==> config.mk <==
export PLATFORM = sky130hd
export DESIGN_NAME = dual_issue_interlock
export DESIGN_NICKNAME = d
export VERILOG_FILES = /design/src/rtl/dii_pkg.sv /design/src/rtl/dii_scoreboard.sv /design/src/rtl/dii_slot_hazard.sv /design/src/rtl/dii_pair_check.sv /design/src/rtl/dual_issue_interlock.sv
export SDC_FILE = /design/constraint.sdc
export NUM_CORES = 1
export LEC_CHECK = 0
export ABC_CLOCK_PERIOD_IN_PS = 5600
export BUFFER_PORTS_ARGS = -buffer_cell sky130_fd_sc_hd__buf_2
export CORE_MARGIN = 3
export CORE_UTILIZATION = 45
export DETAILED_ROUTE_END_ITERATION = 6
export GPL_TIMING_DRIVEN = 0
export PLACE_DENSITY = 0.74
export SYNTH_ARGS = -nofsm -noshare
export SYNTH_HDL_FRONTEND = slang
export SYNTH_SLANG_ARGS = --single-unit
==> constraint.sdc <==
create_clock -name clk -period 5.6 [get_ports clk]
set_clock_uncertainty 0.05 [all_clocks]
set_input_delay 0.56 -clock clk [delete_from_list [all_inputs] [get_ports clk]]
set_output_delay 0.56 -clock clk [all_outputs]
set_load 0.01 [all_outputs]
==> src/rtl/dii_pkg.sv <==
package dii_pkg;

    localparam int CNT_W = 2;

    typedef enum logic [1:0] {
        LAT_ZERO = 2'd0,
        LAT_ONE  = 2'd1,
        LAT_LOAD = 2'd2,
        LAT_LONG = 2'd3
    } lat_e;

    // Countdown seeded at issue: a consumer becomes ready max(class,1) cycles later.
    function automatic logic [CNT_W-1:0] lat_seed(input logic [1:0] cls);
        logic [CNT_W-1:0] s;
        if (lat_e'(cls) == LAT_ZERO) s = '0;
        else                         s = CNT_W'(cls - 2'd1);
        return s;
    endfunction

endpackage

==> src/rtl/dii_scoreboard.sv <==
module dii_scoreboard
    import dii_pkg::*;
#(
    parameter int NENT = 17
) (
    input  logic            clk,
    input  logic            rst,
    input  logic [NENT-1:0] wr_old_mask,
    input  logic [1:0]      wr_old_lat,
    input  logic [NENT-1:0] wr_yng_mask,
    input  logic [1:0]      wr_yng_lat,
    output logic [NENT-1:0] busy
);

    typedef struct packed {
        logic [NENT-1:0][CNT_W-1:0] cnt;
    } sb_state_t;

    sb_state_t st_q, st_d;

    always_comb begin
        st_d = st_q;
        for (int e = 0; e < NENT; e++) begin
            if (rst) begin
                st_d.cnt[e] = '0;
            end else if (wr_yng_mask[e]) begin
                st_d.cnt[e] = lat_seed(wr_yng_lat);
            end else if (wr_old_mask[e]) begin
                st_d.cnt[e] = lat_seed(wr_old_lat);
            end else if (st_q.cnt[e] != '0) begin
                st_d.cnt[e] = st_q.cnt[e] - CNT_W'(1);
            end
        end
    end

    always_ff @(posedge clk) begin
        st_q <= st_d;
    end

    for (genvar e = 0; e < NENT; e++) begin : g_busy
        assign busy[e] = (st_q.cnt[e] != '0);
    end

endmodule

==> src/rtl/dii_slot_hazard.sv <==
module dii_slot_hazard #(
    parameter int NUM_REGS = 16,
    parameter int REG_W    = $clog2(NUM_REGS),
    parameter int NENT     = NUM_REGS + 1
) (
    input  logic             src_a_en,
    input  logic [REG_W-1:0] src_a,
    input  logic             src_b_en,
    input  logic [REG_W-1:0] src_b,
    input  logic             dst_en,
    input  logic [REG_W-1:0] dst,
    input  logic             flag_rd,
    input  logic             flag_wr,
    input  logic [NENT-1:0]  busy,
    output logic             hazard
);

    localparam int FLAG_IDX = NUM_REGS;

    logic raw_hit;
    logic waw_hit;

    always_comb begin
        raw_hit = (src_a_en && busy[src_a])
               || (src_b_en && busy[src_b])
               || (flag_rd  && busy[FLAG_IDX]);
        waw_hit = (dst_en  && busy[dst])
               || (flag_wr && busy[FLAG_IDX]);
        hazard  = raw_hit || waw_hit;
    end

endmodule

==> src/rtl/dii_pair_check.sv <==
module dii_pair_check #(
    parameter int REG_W = 4
) (
    input  logic             old_dst_en,
    input  logic [REG_W-1:0] old_dst,
    input  logic             old_flag_wr,
    input  logic [1:0]       old_lat,
    input  logic             yng_src_a_en,
    input  logic [REG_W-1:0] yng_src_a,
    input  logic             yng_src_b_en,
    input  logic [REG_W-1:0] yng_src_b,
    input  logic             yng_flag_rd,
    output logic             conflict
);

    logic reg_dep;
    logic flag_dep;
    logic has_delay;

    always_comb begin
        reg_dep   = old_dst_en && ((yng_src_a_en && (yng_src_a == old_dst))
                                || (yng_src_b_en && (yng_src_b == old_dst)));
        flag_dep  = old_flag_wr && yng_flag_rd;
        has_delay = (old_lat != 2'd0);
        conflict  = has_delay && (reg_dep || flag_dep);
    end

endmodule

==> src/rtl/dual_issue_interlock.sv <==
module dual_issue_interlock #(
    parameter  int NUM_REGS = 16,
    localparam int REG_W    = $clog2(NUM_REGS)
) (
    input  logic             clk,
    input  logic             rst,
    input  logic             old_valid,
    input  logic [REG_W-1:0] old_src_a,
    input  logic             old_src_a_en,
    input  logic [REG_W-1:0] old_src_b,
    input  logic             old_src_b_en,
    input  logic [REG_W-1:0] old_dst,
    input  logic             old_dst_en,
    input  logic             old_flag_rd,
    input  logic             old_flag_wr,
    input  logic [1:0]       old_lat,
    input  logic             yng_valid,
    input  logic [REG_W-1:0] yng_src_a,
    input  logic             yng_src_a_en,
    input  logic [REG_W-1:0] yng_src_b,
    input  logic             yng_src_b_en,
    input  logic [REG_W-1:0] yng_dst,
    input  logic             yng_dst_en,
    input  logic             yng_flag_rd,
    input  logic             yng_flag_wr,
    input  logic [1:0]       yng_lat,
    output logic             old_issue,
    output logic             yng_issue,
    output logic             stall
);

    localparam int NENT     = NUM_REGS + 1;
    localparam int FLAG_IDX = NUM_REGS;
    localparam int SLOTS    = 2;

    // slot 0 = older, slot 1 = younger
    logic [SLOTS-1:0][REG_W-1:0] s_src_a, s_src_b, s_dst;
    logic [SLOTS-1:0]            s_src_a_en, s_src_b_en, s_dst_en;
    logic [SLOTS-1:0]            s_flag_rd, s_flag_wr;
    logic [SLOTS-1:0]            s_hazard;
    logic [SLOTS-1:0]            s_issue;
    logic [SLOTS-1:0][NENT-1:0]  s_wmask;
    logic [NENT-1:0]             busy;
    logic                        pair_conflict;

    assign s_src_a    = {yng_src_a,    old_src_a};
    assign s_src_b    = {yng_src_b,    old_src_b};
    assign s_dst      = {yng_dst,      old_dst};
    assign s_src_a_en = {yng_src_a_en, old_src_a_en};
    assign s_src_b_en = {yng_src_b_en, old_src_b_en};
    assign s_dst_en   = {yng_dst_en,   old_dst_en};
    assign s_flag_rd  = {yng_flag_rd,  old_flag_rd};
    assign s_flag_wr  = {yng_flag_wr,  old_flag_wr};

    for (genvar s = 0; s < SLOTS; s++) begin : g_slot
        dii_slot_hazard #(
            .NUM_REGS (NUM_REGS),
            .REG_W    (REG_W),
            .NENT     (NENT)
        ) u_haz (
            .src_a_en (s_src_a_en[s]),
            .src_a    (s_src_a[s]),
            .src_b_en (s_src_b_en[s]),
            .src_b    (s_src_b[s]),
            .dst_en   (s_dst_en[s]),
            .dst      (s_dst[s]),
            .flag_rd  (s_flag_rd[s]),
            .flag_wr  (s_flag_wr[s]),
            .busy     (busy),
            .hazard   (s_hazard[s])
        );

        for (genvar e = 0; e < NUM_REGS; e++) begin : g_reg_mask
            assign s_wmask[s][e] = s_issue[s] && s_dst_en[s] && (s_dst[s] == REG_W'(e));
        end
        assign s_wmask[s][FLAG_IDX] = s_issue[s] && s_flag_wr[s];
    end

    dii_pair_check #(
        .REG_W (REG_W)
    ) u_pair (
        .old_dst_en   (old_dst_en),
        .old_dst      (old_dst),
        .old_flag_wr  (old_flag_wr),
        .old_lat      (old_lat),
        .yng_src_a_en (yng_src_a_en),
        .yng_src_a    (yng_src_a),
        .yng_src_b_en (yng_src_b_en),
        .yng_src_b    (yng_src_b),
        .yng_flag_rd  (yng_flag_rd),
        .conflict     (pair_conflict)
    );

    always_comb begin
        s_issue[0] = !rst && old_valid && !s_hazard[0];
        s_issue[1] = s_issue[0] && yng_valid && !s_hazard[1] && !pair_conflict;
    end

    dii_scoreboard #(
        .NENT (NENT)
    ) u_sb (
        .clk         (clk),
        .rst         (rst),
        .wr_old_mask (s_wmask[0]),
        .wr_old_lat  (old_lat),
        .wr_yng_mask (s_wmask[1]),
        .wr_yng_lat  (yng_lat),
        .busy        (busy)
    );

    assign old_issue = s_issue[0];
    assign yng_issue = s_issue[1];
    assign stall     = (old_valid && !s_issue[0]) || (yng_valid && !s_issue[1]);

endmodule

==> impl_metrics.toml, run 1 <==
[clock_network]
cts.sinks = 34
clk_latency_ns = 0.29
cts_root_buf = "clkbuf_8"
cts_buffer_depth = 2
clkTransAtPathRegs_ns = 0.07
post_cts_resized = 0
cts_hold_buffers = 0
htree_num_levels = 2
postCtsSetupBuffers = 0
cts_buffers = 5
tritoncts = "built"

[placement]
portBuffers = 36
dp.cells = 590
gp_congestion = 0.899
hpwl_mm = 8.52

[logic_synthesis]
synth.top_cell.area_share = 0.179
syn_nets = 511
synthDistinctLibCells = 48
synth_top_family_by_area = "multiplexers"
ys_ff_latch = 34
syn-cell-area_sq_um = 3810
synthXorXnorAreaFrac = 0.0574
yosysSeqAreaShare = 0.179
yosys.area.top_type = "dfxtp_1"
syn-instance-count = 452
syn_avg_cell_area_sq_um = 8.43
synth_top_cells_by_area = "dfxtp_1 18%, mux2i_1 15%, mux4_2 11%"
synth-async-reset-ratio = 0
ys.flop_type = "dfxtp_1"
synth_compound_area_frac = 0.157
synthAdderAreaFrac = 0.0558
synthMuxAreaShare = 0.279
synthSimpleGateAreaFrac = 0.167
synth_edf_count = 0
synth_warnings = 0

[pwr]
power_frac_comb = 0.669
cellPowerDensity_nw_per_um2 = 406
clock_power_share = 0.111
ir_drop_uv = 126
p_leak_uw = 0.00184
seqPwrFrac = 0.220
power.net_switching_uw = 740
p_sw_frac = 0.433
intPower_uw = 970

[worst_setup_path]
crit_arrival_ns = 3.13
r2r-start = "u_sb.st_q[22]$_SDFFE_PP0P_"
crit_fanout = 10
start_kind = "flop"
startpoint = "u_sb.st_q[22]$_SDFFE_PP0P_"
cp.required_ns = 4.99
worstSetupPathType = "reg2out"
critPathCaptureType = "output pin"

[run_status]
status = "finished, final reports clean"

[final_layout]
layout_common_cells = "58 x buf_2, 58 x mux2i_1, 43 x inv_1"
diodes = 0
reg_top3 = "u_sb.st_q: 34 flops"
layout.cells.non_filler = 598
drive_gt1_frac = 0.204
fin_nets = 554
largest_register_ffs = 34
regMostFlops = "u_sb.st_q"
area_growth_pct = 10.5
post-route-util = 0.529
n_fill_cell = 738

[flow_run]
drv_cap = 0

[floorplanning]
fp.dieH_um = 98.0
initial_core_util = 0.478
fp.coreArea_sq_um = 7970
io_pins = 45
chipWidth_um = 98.0
die_area_sq_um = 9610
rows = 32

[sta]
rsz0062_at_grt = "false"
worst_slew_margin_rel = 0.514
fin_tns_setup_ns = 0
hold_violations = 0
period_needed_ns = 3.74
slew_viol_final = 0
setup_viol_count_final = 0
worstMarginPinSlew_ns = 0.726
holdWs_ns = 0.545
max_freq_mhz = 267
finalCritPeriodShare = 0.668

[global_routing]
grtUsageTotal = 0.234
grt_pass1_vias = 3626
grt_overflow_total = 0
grt_max_degree = 11
grt_pass1_wl_mm = 18.2
antenna_found_initial = 0

[routing]
wire_per_inst_um = 18.6
drt_pass1_iterations = 5
vias = 3702
routed_wl_mm = 11.1
ant_nets = 0
viasPerCell = 6.19
first_iter_violations = 451
drcViolationCount = 0

[min_path]
min_from = "yng_flag_wr"
hold_class = "in2reg"
[cells in the mapped netlist (2+ instances only)]
master     n
xor2_1     8
buf_4      3
nand3b_1   3
ha_1      17
nor2_1    14
o221ai_1   2
xnor2_1   17
a21oi_1   27
o21ai_0    5
clkbuf_1  20
nand3_1   31
buf_1      3
nor2b_1   11
dfxtp_1   34
buf_2     22
and3_1     9
mux4_2    18
and2_1     4
clkbuf_2   3
nand2b_1   4
nand2_1    8
a211oi_1  10
inv_1     43
mux2i_1   58
a41o_1     6
nor4_1     6
mux2_2     7
nand4_1   18
o31ai_1   10
o211ai_1  10
a31oi_1    4
[power by group through the flow]
stage / Sequential (uW) / Clock [uW] / Combinational [uW]
6_report: 376 / 190 / 1140
5_1_grt: 385 / 205 / 1270
4_1_cts: 375 / 194 / 1130
3_5_place_dp: 381 / 0 / 1130
3_3_place_gp: 375 / 0 / 1080
2_1_floorplan: 372 / 0 / 880
[critical path, cell delays in order, from the launching register on]
cell      delay (ns)
dfxtp_1         0.33
inv_1           0.06
ha_1            0.39
mux2i_1         0.12
mux4_2          0.51
a221oi_4        0.33
nand3_2         0.19
nor4_4          0.35
buf_2           0.32
nor2_1          0.08
buf_2           0.14
[through the flow]
step	cell area (sq um)	total power (uW)	worst slack, ns
global route	4210	1860	1.71
global placement	4120	1450	2.25
floorplan	3810	1250	2.57
finish	4210	1710	1.86
CTS	4210	1700	1.88
detailed placement	4120	1510	2.18
[cell type report]
| class | count | area [sq um] | area share |
|---|---|---|---|
| repair buffers | 36 | 180 | 0.0428 |
| plain buffers | 51 | 234 | 0.0556 |
| flip-flops and latches | 34 | 681 | 0.162 |
| clock inverters | 1 | 5.00 | 0.00119 |
| well taps | 102 | 128 | 0.0303 |
| multi-input cells | 323 | 2730 | 0.649 |
| clock buffers | 7 | 86.3 | 0.0205 |
| inverters | 44 | 165 | 0.0392 |
[metal layers]
metal  vias up  GRT usage  wire, um  share of wire
met2       198      0.390      5310           0.48
met3        42     0.0336      1020          0.092
li1       1753          -         -              -
met4         0      0.125       442          0.040
met5         -          0         0              0
met1      1709      0.292      4320           0.39
[final timing paths]
path	endpoint	slack [ns]	cells past startpoint
worst max-delay path	stall	1.86	10
worst min-delay path	u_sb.st_q[32]$_SDFFE_PP0P_	0.54	3
worst max register to register	u_sb.st_q[15]$_SDFFE_PP0P_	2.46	11
worst min register to register	u_sb.st_q[8]$_SDFFE_PP0P_	0.61	3
[logic make-up (layout without fill, tap and decap cells)]
kind of cell	Yosys count	after routing
buf+inv	95	139
flops	34	34
compound gates	85	85
mux	83	83
xor+xnor	25	25
fa+ha+maj	17	17
simple gates	113	113
Note: power is estimated with default switching activity, not from simulation.
==> run 2: changes to the inputs <==
--- a/config.mk
+++ b/config.mk
@@ -5,13 +5,13 @@
 export SDC_FILE = /design/constraint.sdc
 export NUM_CORES = 1
 export LEC_CHECK = 0
-export ABC_CLOCK_PERIOD_IN_PS = 5600
+export ABC_CLOCK_PERIOD_IN_PS = 3300
 export BUFFER_PORTS_ARGS = -buffer_cell sky130_fd_sc_hd__buf_2
 export CORE_MARGIN = 3
 export CORE_UTILIZATION = 45
 export DETAILED_ROUTE_END_ITERATION = 6
 export GPL_TIMING_DRIVEN = 0
-export PLACE_DENSITY = 0.74
+export PLACE_DENSITY = 0.77
 export SYNTH_ARGS = -nofsm -noshare
 export SYNTH_HDL_FRONTEND = slang
 export SYNTH_SLANG_ARGS = --single-unit
==> constraint.sdc (replaced) <==
create_clock -name clk -period 3.3 [get_ports clk]
set_clock_uncertainty 0.05 [all_clocks]
set_input_delay 0.33 -clock clk [delete_from_list [all_inputs] [get_ports clk]]
set_output_delay 0.33 -clock clk [all_outputs]
set_load 0.01 [all_outputs]
==> run 2 against run 1 <==
Total power increased by 70%. Combinational power increased by 73%. Cell area increased by 0.51%. Cell count unchanged. Critical path type unchanged. Critical endpoint unchanged. Largest cell class unchanged.
==> impl_metrics.toml, run 2 (synthesis gave the netlist of run 1 again) <==
[routing]
viasPerCell = 6.29
wl_met2_mm = 5.31
wl_met3_um = 992
first_iter_violations = 299
drt_pass1_iterations = 5
wire_per_inst_um = 18.6
ant_nets = 0
drcViolationCount = 0
dr.max_layer_used = "met4"
vias = 3759
wirelength_met1_mm = 4.47
routed_wl_mm = 11.1

[floorplanning]
initial_core_util = 0.478
fp.dieH_um = 98.0
rows = 32
chipWidth_um = 98.0
io_pins = 45
fp.coreArea_sq_um = 7970
die_area_sq_um = 9610

[clock_network]
tritoncts = "built"
cts.sinks = 34
clkTransAtPathRegs_ns = 0.07
cts_root_buf = "clkbuf_8"
htree_num_levels = 2
clk_latency_ns = 0.29
cts_buffer_depth = 2
cts_buffers = 5

[sta]
worstMarginPinSlew_ns = 0.798
period_needed_ns = 3.17
worst_slew_margin_rel = 0.466
hold_violations = 0
fin_tns_setup_ns = 0
max_freq_mhz = 315
setup_viol_count_final = 0
rsz0062_at_grt = "false"
finalCritPeriodShare = 0.961
slew_viol_final = 0

[worst_setup_path]
cp.required_ns = 2.92
worstSetupPathType = "reg2out"
path_common_cell = "buf_2"
start_kind = "flop"
slowest_stage = "mux4_2"
crit_arrival_ns = 2.79
worstPathCellList = "inv_1, ha_1, buf_2, mux2i_1, mux4_2, a221oi_4, nand3_2, nor4_4, buf_6, nor2_1, buf_2"
critPathCaptureType = "output pin"
slowest_delay_ns = 0.52
crit_fanout = 10

[final_layout]
diodes = 0
n_fill_cell = 759
area_growth_pct = 11.0
regArea_sq_um = 681
reg_top3 = "u_sb.st_q: 34 flops"
layout_commonest_cell = "mux2i_1"
multi_input_area_sq_um = 2740
design_area_sq_um = 4230
regMostFlops = "u_sb.st_q"
layout_common_cells = "58 x mux2i_1, 52 x buf_2, 43 x inv_1"
drive_gt1_frac = 0.212
largest_register_ffs = 34
fin_nets = 555

[global_routing]
grt_pass1_vias = 3635
grt_pass1_wl_mm = 17.9
grt_overflow_total = 0
grt_max_degree = 11
grtUsageTotal = 0.229
antenna_found_initial = 0

[pwr]
seqPwrFrac = 0.220
power_frac_comb = 0.678
clock_power_share = 0.103
intPower_uw = 1640
p_sw_frac = 0.434
cellPowerDensity_nw_per_um2 = 686
p_leak_uw = 0.00185
power.net_switching_uw = 1260
ir_drop_uv = 232

[placement]
place_area_sq_um = 4120
hpwl_mm = 8.43
gp_congestion = 0.894
portBuffers = 36

[flow_run]
drv_cap = 0

[run_status]
status = "finished, final reports clean"

[min_path]
hold_class = "in2reg"
[run 2: power groups by stage]
stage / clock network [uW] / logic (uW) / registers [uW]
2_1_floorplan: 0 / 1490 / 631
3_3_place_gp: 0 / 1820 / 636
3_5_place_dp: 0 / 1900 / 646
4_1_cts: 299 / 1930 / 636
5_1_grt: 317 / 2170 / 648
6_report: 298 / 1970 / 637
[run 2: layout make-up]
cell class / count / share of cell area
Timing Repair Buffer: 37 / 0.0443
Tap cell: 102 / 0.0302
Clock inverter: 2 / 0.00236
Multi-Input combinational cell: 323 / 0.646
Clock buffer: 5 / 0.0163
Inverter: 44 / 0.0390
Sequential cell: 34 / 0.161
Buffer: 51 / 0.0609
[run 2: metal layers]
layer  up-vias  global-route usage
met5         -                   0
met4         0              0.0958
met3        33              0.0379
met2       203               0.385
met1      1772               0.289
li1       1751                   -
[run 2: critical path, delay by kind of cell (launching register included)]
family          cells  cell delay (ns)
compound gates      1             0.37
flops               1             0.33
simple gates        3             0.47
buf+inv             4             0.59
mux                 2             0.62
fa+ha+maj           1             0.12
[run 2: worst paths after layout]
path	from	end	slack, ns	cells past startpoint
max	u_sb.st_q[10]$_SDFFE_PP0P_	stall	0.13	11
min	yng_flag_wr	u_sb.st_q[33]$_SDFFE_PP0P_	0.30	3
max reg2reg	u_sb.st_q[24]$_SDFFE_PP0P_	u_sb.st_q[14]$_SDFFE_PP0P_	0.25	11
min reg2reg	u_sb.st_q[23]$_SDFFE_PP0P_	u_sb.st_q[23]$_SDFFE_PP0P_	0.60	2
[run 2: timing repair]
item,4_1_cts,5_1_grt
pin swaps,1,2
setup endpoints to repair,2,8
hold buffers,0,0
gates resized for setup,5,8
buffers inserted,1,0
[run 2: metrics by stage]
stage,hold WS (ns),instances,power (uW),worst slack [ns],util
after floorplan,0.464,452,2120,0.605,-
after global placement,0.566,590,2450,0.228,0.517
after detailed placement,0.591,590,2550,0.159,0.517
after CTS,0.301,598,2860,0.0350,0.530
after global routing,0.316,598,3140,0.00651,0.531
final,0.305,598,2900,0.128,0.531
